$ cat src/rtl/dma_stat_pkg.sv
// Package: bit positions, write masks and the cause record shared by the
// channel status unit. Assumes 32-bit channel words.
package dma_stat_pkg;
    localparam int B_BUSERR  = 0;
    localparam int B_START   = 1;
    localparam int B_END     = 2;
    localparam int B_STOP    = 3;
    localparam int B_RAS     = 4;
    localparam int B_REQ     = 8;
    localparam int B_EOR     = 9;
    localparam int B_CMP     = 10;
    localparam int B_MASKRUN = 22;
    localparam int B_RASEN   = 23;
    localparam int B_CMPCLR  = 24;
    localparam int B_CMPSET  = 25;
    localparam int B_EOREN   = 28;
    localparam int B_STOPEN  = 29;
    localparam int B_RUN     = 31;

    // Status flags that survive a write (request pending is never stored).
    localparam logic [31:0] KEEP_MASK  = 32'h0000_061F;
    // Flags cleared by writing one.
    localparam logic [31:0] W1C_MASK   = 32'h0000_0207;
    // Control fields loaded directly from write data.
    localparam logic [31:0] LOAD_MASK  = 32'hFC80_0000;
    localparam logic [31:0] RESET_WORD = 32'h0000_0008;

    typedef struct packed {
        logic stop;
        logic eor;
        logic ras;
        logic start;
        logic fin;
    } cause_t;
endpackage

$ cat src/rtl/dma_chan_status.sv
// Module: one channel's control/status word. Applies the bus write rules
// first and then the engine/mapper events, so events win over same-cycle
// clears. Assumes wr_en is already decoded for this channel and aligned.
module dma_chan_status
    import dma_stat_pkg::*;
(
    input  logic        clk,
    input  logic        rst_n,
    input  logic        wr_en,
    input  logic [31:0] wdata,
    input  logic        ev_buserr,
    input  logic        ev_start,
    input  logic        ev_end,
    input  logic        ev_halt,
    input  logic        req,
    output logic [31:0] stat,
    output cause_t      cause
);
    logic [31:0] nxt;
    logic        req_q;

    // Next-state: write semantics, then event sets.
    always_comb begin
        nxt = stat;
        if (wr_en) begin
            nxt = (stat & KEEP_MASK & ~(wdata & W1C_MASK)) | (wdata & LOAD_MASK);
            if (wdata[B_RUN])
                nxt[B_STOP] = 1'b0;
            else if (!wdata[B_MASKRUN])
                nxt[B_STOP] = 1'b1;
            if (wdata[B_CMPCLR])
                nxt[B_CMP] = 1'b0;
            if (wdata[B_CMPSET])
                nxt[B_CMP] = 1'b1;
        end
        if (ev_buserr) nxt[B_BUSERR] = 1'b1;
        if (ev_start)  nxt[B_START]  = 1'b1;
        if (ev_end)    nxt[B_END]    = 1'b1;
        if (ev_halt) begin
            nxt[B_STOP] = 1'b1;
            nxt[B_RUN]  = 1'b0;
        end
        if (req && !req_q)
            nxt[B_RAS] = 1'b1;
        if (!req && req_q) begin
            nxt[B_RAS] = 1'b0;
            nxt[B_EOR] = 1'b1;
        end
    end

    // State register and request edge history.
    always_ff @(posedge clk) begin
        if (!rst_n) begin
            stat  <= RESET_WORD;
            req_q <= 1'b0;
        end else begin
            stat  <= nxt;
            req_q <= req;
        end
    end

    // Cause gating by enable bits.
    always_comb begin
        cause.stop  = stat[B_STOP] & stat[B_STOPEN];
        cause.eor   = stat[B_EOR]  & stat[B_EOREN];
        cause.ras   = stat[B_RAS]  & stat[B_RASEN];
        cause.start = stat[B_START];
        cause.fin   = stat[B_END];
    end


    run_clears_stop_chk: assert property (@(posedge clk) disable iff (!rst_n)
        wr_en && wdata[B_RUN] && !ev_halt |=> !stat[B_STOP]);

    idle_sets_stop_chk: assert property (@(posedge clk) disable iff (!rst_n)
        wr_en && !wdata[B_RUN] && !wdata[B_MASKRUN] |=> stat[B_STOP]);

    cmp_set_chk: assert property (@(posedge clk) disable iff (!rst_n)
        wr_en && wdata[B_CMPSET] |=> stat[B_CMP]);

    halt_chk: assert property (@(posedge clk) disable iff (!rst_n)
        ev_halt |=> stat[B_STOP] && !stat[B_RUN]);

    req_rise_chk: assert property (@(posedge clk) disable iff (!rst_n)
        $rose(req) |=> stat[B_RAS]);

    event_wins_chk: assert property (@(posedge clk) disable iff (!rst_n)
        ev_end |=> stat[B_END]);
endmodule

$ cat src/rtl/dma_irq_combine.sv
// Module: folds each channel's gated causes into a summary bit and the
// shared interrupt line. Purely combinational; assumes causes are registered.
module dma_irq_combine
    import dma_stat_pkg::*;
#(
    parameter int NUM_CH = 8
) (
    input  cause_t            cause_in [NUM_CH],
    output logic [NUM_CH-1:0] summary,
    output logic              irq
);
    // Per-channel OR of the five causes, then global OR.
    always_comb begin
        for (int i = 0; i < NUM_CH; i++)
            summary[i] = |cause_in[i];
        irq = |summary;
    end
endmodule

$ cat src/rtl/dma_status_irq.sv
// Module: top of the channel status/interrupt unit. Decodes word-aligned
// register accesses, instantiates one status word per channel and the
// interrupt combiner. Assumes NUM_CH <= 32 and ADDR_W wide enough for SUM_WORD.
module dma_status_irq
    import dma_stat_pkg::*;
#(
    parameter int NUM_CH   = 8,
    parameter int ADDR_W   = 8,
    parameter int SUM_WORD = 32
) (
    input  logic              clk,
    input  logic              rst_n,
    input  logic              bus_wr,
    input  logic [ADDR_W-1:0] bus_addr,
    input  logic [31:0]       bus_wdata,
    output logic [31:0]       bus_rdata,
    input  logic [NUM_CH-1:0] ev_buserr,
    input  logic [NUM_CH-1:0] ev_start,
    input  logic [NUM_CH-1:0] ev_end,
    input  logic [NUM_CH-1:0] ev_halt,
    input  logic [NUM_CH-1:0] req_active,
    output logic [NUM_CH-1:0] chan_run,
    output logic              irq
);
    localparam int WORD_W = ADDR_W - 2;
    localparam logic [WORD_W-1:0] SUM_IDX = WORD_W'(SUM_WORD);

    logic [WORD_W-1:0] word;
    logic              aligned;
    logic [31:0]       stat_arr [NUM_CH];
    cause_t            causes   [NUM_CH];
    logic [NUM_CH-1:0] summary;
    logic [NUM_CH-1:0] start_vec;
    logic [NUM_CH-1:0] end_vec;

    assign word    = bus_addr[ADDR_W-1:2];
    assign aligned = (bus_addr[1:0] == 2'b00);

    // One status word per channel.
    for (genvar g = 0; g < NUM_CH; g++) begin : g_chan
        dma_chan_status u_chan (
            .clk       (clk),
            .rst_n     (rst_n),
            .wr_en     (bus_wr && aligned && (word == WORD_W'(g))),
            .wdata     (bus_wdata),
            .ev_buserr (ev_buserr[g]),
            .ev_start  (ev_start[g]),
            .ev_end    (ev_end[g]),
            .ev_halt   (ev_halt[g]),
            .req       (req_active[g]),
            .stat      (stat_arr[g]),
            .cause     (causes[g])
        );
        assign chan_run[g]  = stat_arr[g][B_RUN];
        assign start_vec[g] = causes[g].start;
        assign end_vec[g]   = causes[g].fin;
    end

    dma_irq_combine #(.NUM_CH(NUM_CH)) u_comb (
        .cause_in (causes),
        .summary  (summary),
        .irq      (irq)
    );

    // Read mux: channel word with live request pending, or summary.
    always_comb begin
        bus_rdata = '0;
        if (aligned) begin
            for (int i = 0; i < NUM_CH; i++)
                if (word == WORD_W'(i))
                    bus_rdata = stat_arr[i] | {23'b0, req_active[i], 8'b0};
            if (word == SUM_IDX)
                bus_rdata = 32'(summary);
        end
    end


    irq_on_end_chk: assert property (@(posedge clk) disable iff (!rst_n)
        (|end_vec) |-> irq);

    irq_on_start_chk: assert property (@(posedge clk) disable iff (!rst_n)
        !irq |-> !(|start_vec));
endmodule

$ cat config.mk
export PLATFORM = sky130hd
export DESIGN_NAME = dma_status_irq
export DESIGN_NICKNAME = d
export VERILOG_FILES = /design/src/rtl/dma_stat_pkg.sv /design/src/rtl/dma_chan_status.sv /design/src/rtl/dma_irq_combine.sv /design/src/rtl/dma_status_irq.sv
export SDC_FILE = /design/constraint.sdc
export NUM_CORES = 1
export LEC_CHECK = 0
export BUFFER_PORTS_ARGS = -buffer_cell sky130_fd_sc_hd__buf_2
export CORE_MARGIN = 8
export CORE_UTILIZATION = 40
export DETAILED_ROUTE_END_ITERATION = 6
export SLEW_MARGIN = 40
export SYNTH_ARGS = -nofsm -noshare
export SYNTH_HDL_FRONTEND = slang
export SYNTH_SLANG_ARGS = --single-unit
$ cat constraint.sdc
create_clock -name clk -period 1.7 [get_ports clk]
set_clock_uncertainty 0.1 [all_clocks]
set_input_delay 0 -clock clk [delete_from_list [all_inputs] [get_ports clk]]
set_output_delay 0 -clock clk [all_outputs]
set_load 0.1 [all_outputs]
==> metrics.md <==
| Metric | Value |
|---|---|
| Number of flops mapped to enable cells by yosys | 0 |
| Post-synth top flop | dfxtp_1 |
| Worst Path Arrival | approximately 1900 ps |
| First-pass GRT wire length | 35.7 mm |
| Num rows | 46 |
| CTS tree | yes |
| Critical Path Start Type | flip-flop |
| FMAX | 506 MHz |
| Average size of a mapped cell | 8.60 um2 |
| R2R cell count | 3 |
| Register area share after synthesis | 37.6% |
| Critical Path RT | 1600 ps |
| Status | finished with violations |
| Die ar. | 20,300 um2 |
| Number of non-filler instances in the completed layout | ~1,200 |
| Clk slew on worst S/H paths | 50 ps |
| Core area | 15,800 um2 |
| Cell count after synthesis | 742 |
| Total GRT Usage | approximately 23% |
| # port buffers | 91 |
| Syn-to-layout area delta | 51.7% |
| Slew margin rel. | roughly two thirds |
| Failing checks | negative setup slack |
| Root buffer cell | clkbuf_16 |
| Final setup margin | -278 ps |
| Setup violators final | 15 |
| Worst vdd ir | about 0.87 mV |
| Post-synth cell types | 56 |
| Fin area | between 9000 and 10,000 um2 |
| Reg-to-reg startpoint | g_chan[7].u_chan.stat[1]$_SDFFE_PN0P_ |
| Ratio of cells with drive above 1 in the final layout | 38.7% |
| Post-synth ARST share | 0% |
| Dpl hpwl | 16.6 mm |
| Synthesized cell area | 6380 um2 |
| Starting DRC count in detailed routing | 503 |
| Pwr Density | 777 nW/um2 |
| Hold WC Path Type | primary input to flip-flop |
| Drt drc | 0 |
| IO Count | between 100 and 150 |
| First-pass DRT Iterations | 5 |
| Starting Density | between 40% and 50% |
| DR WL/cell | 19.6 um |
| DRT antenna net count | 0 |
| Hold Violations, Final | 0 |
| Crit path capture type | output pin |
| Yosys reg bits | between 100 and 150 |
| CTS H-Tree Depth | 4 |
| Crit Path Class | flip-flop to output pin |
| RSZ-0062 raised after global routing | true |
| Count leader, synth | dfxtp_1 |
| Worst-skew pair later-pin latency | 420 ps |
| Congestion Overflow GR | 0 |
| Crit path max fanout | 3 |
| Clock Sinks | 120 |
| Initial antenna violation count | 0 |
| Routed vias | 6,313 |
| Fin nets | a little over 1,000 |
| Lkg Pwr | 3.65 nW |
| Max clock buf depth | 2 |
| Worst Setup EP | irq |
| RD Place Congestion | 0.950 |
| Vias in the first global route | 6,705 |
| Hold WS | 211 ps |
| Maxcap violations | 0 |
| Antenna cell count | 0 |
| Num CTS Buffers | 17 |
| Final period util | 116% |
| DIE WIDTH | 142 um |
| Least-Margin Pin Slew | 522 ps |
| Final Power | 7.53 mW |
| Commonest cells post-synth | 120 x dfxtp_1, 106 x nand2_1, 60 x a21boi_0, 33 x o21a_1 |
| Largest net degree at the start of global routing | 42 |
| Worst reg-to-reg setup slack | 290 ps |
| Routed vias/inst | 5.40 |
| Post-Route WL | about 23 mm |
| Placed cell count | 1,063 |
| Min Tclk post-route | 1980 ps |
| Reg2reg end | g_chan[7].u_chan.stat[1]$_SDFFE_PN0P_ |
| Max-slew violations | 0 |
| Die height | ~140 um |
| Ys Warns | 0 |
| Synth top area share | between 30% and 40% |
| Dominant cell type by area after synthesis | dfxtp_1 |
| Synth top area cells | dfxtp_1 38%, a21boi_0 7.1%, nand2_1 6.2% |
| Critical Path Source | g_chan[4].u_chan.stat[3]$_SDFFE_PP1P_ |
| Area after DPL | 7790 um2 |
[cell families after synthesis]
| kind of cell | after synthesis | share of synthesized area, % |
|---|---|---|
| muxes | 28 | 4.59 |
| buffers and inverters | 95 | 8.37 |
| other | 1 | 0.0587 |
| AOI/OAI and AO/OA | 242 | 27.8 |
| and+or+nand+nor | 248 | 20.3 |
| DFF | 120 | 37.6 |
| adders and majority gates | 8 | 1.25 |
[critical path, cell delays in order (launching register included)]
cell and delay [ps]:
dfxtp_4 360, a211oi_2 210, nand2_1 110, nor4_2 340
nand4_1 210, buf_12 230
[metal layers]
| metal | GRT usage [%] | vias to the layer above | wire (um) |
|---|---|---|---|
| met3 | 6.00 | 37 | 1640 |
| met5 | 0 | - | 0 |
| met2 | 37.3 | 215 | 11000 |
| met4 | 7.83 | 0 | 433 |
| li1 | - | 3015 | - |
| met1 | 28.0 | 3046 | 9910 |
[worst min-delay path by stage]
stage	from	to	slack (ps)	cells after the start
2_1_floorplan	ev_halt[1]	g_chan[1].u_chan.stat[31]$_SDFFE_PP0P_	-20	1
3_3_place_gp	ev_halt[1]	g_chan[1].u_chan.stat[31]$_SDFFE_PP0P_	90	2
3_5_place_dp	ev_halt[6]	g_chan[6].u_chan.stat[31]$_SDFFE_PP0P_	90	2
4_1_cts	bus_addr[5]	g_chan[1].u_chan.stat[30]$_SDFFE_PN0P_	190	7
5_1_grt	ev_halt[3]	g_chan[3].u_chan.stat[31]$_SDFFE_PP0P_	210	3
6_report	ev_halt[3]	g_chan[3].u_chan.stat[31]$_SDFFE_PP0P_	210	3
[sequential cells by signal, summed over array words and instances, names as in the netlist]
name,count
g_chan.u_chan.stat,112
g_chan.u_chan.req_q,8
[report_power, final]
group          internal (mW)  switching [mW]  total, mW
Clock                   2.16            1.28       3.44
Sequential              2.89          0.0763       2.97
Combinational          0.482           0.640       1.12
[placed cells by master, fill, tap and decap left out, types with 16 or more instances in the layout]
cell	count
a211oi_2	17
a21boi_0	60
a21boi_1	16
and2_1	24
buf_12	28
buf_2	70
buf_4	82
clkbuf_16	17
dfxtp_1	77
dfxtp_2	37
dlygate4sd3_1	57
mux2i_1	18
nand2_1	104
nor2_1	17
nor2b_1	28
o21a_1	33
[per-stage QoR]
stage | TNS (ps) | worst slack, ps | util (%)
after floorplan | -1020 | -400 | -
after global placement | -3320 | -188 | 49.4
after detailed placement | -5520 | -188 | 49.4
after CTS | -1390 | -267 | 59.9
after global routing | -2060 | -310 | 61.4
final | -1340 | -278 | 61.4
[what timing repair did]
item,CTS,global route
pin swaps,43,25
endpoints found under the hold margin,120,0
resized for setup,104,45
setup endpoints to repair,16,19
buffers inserted,8,9
hold buffers,58,0
gates cloned,1,0
[final cells by class]
type | instances | area [um2]
clock inverters | 7 | 67.6
repair buffers | 246 | 2210
fillers | 1338 | 6080
inverters | 15 | 56.3
multi-input cells | 540 | 4120
clock buffers | 25 | 495
well taps | 216 | 270
flip-flops and latches | 120 | 2470
No activity file was read; power rests on OpenSTA's default activity.
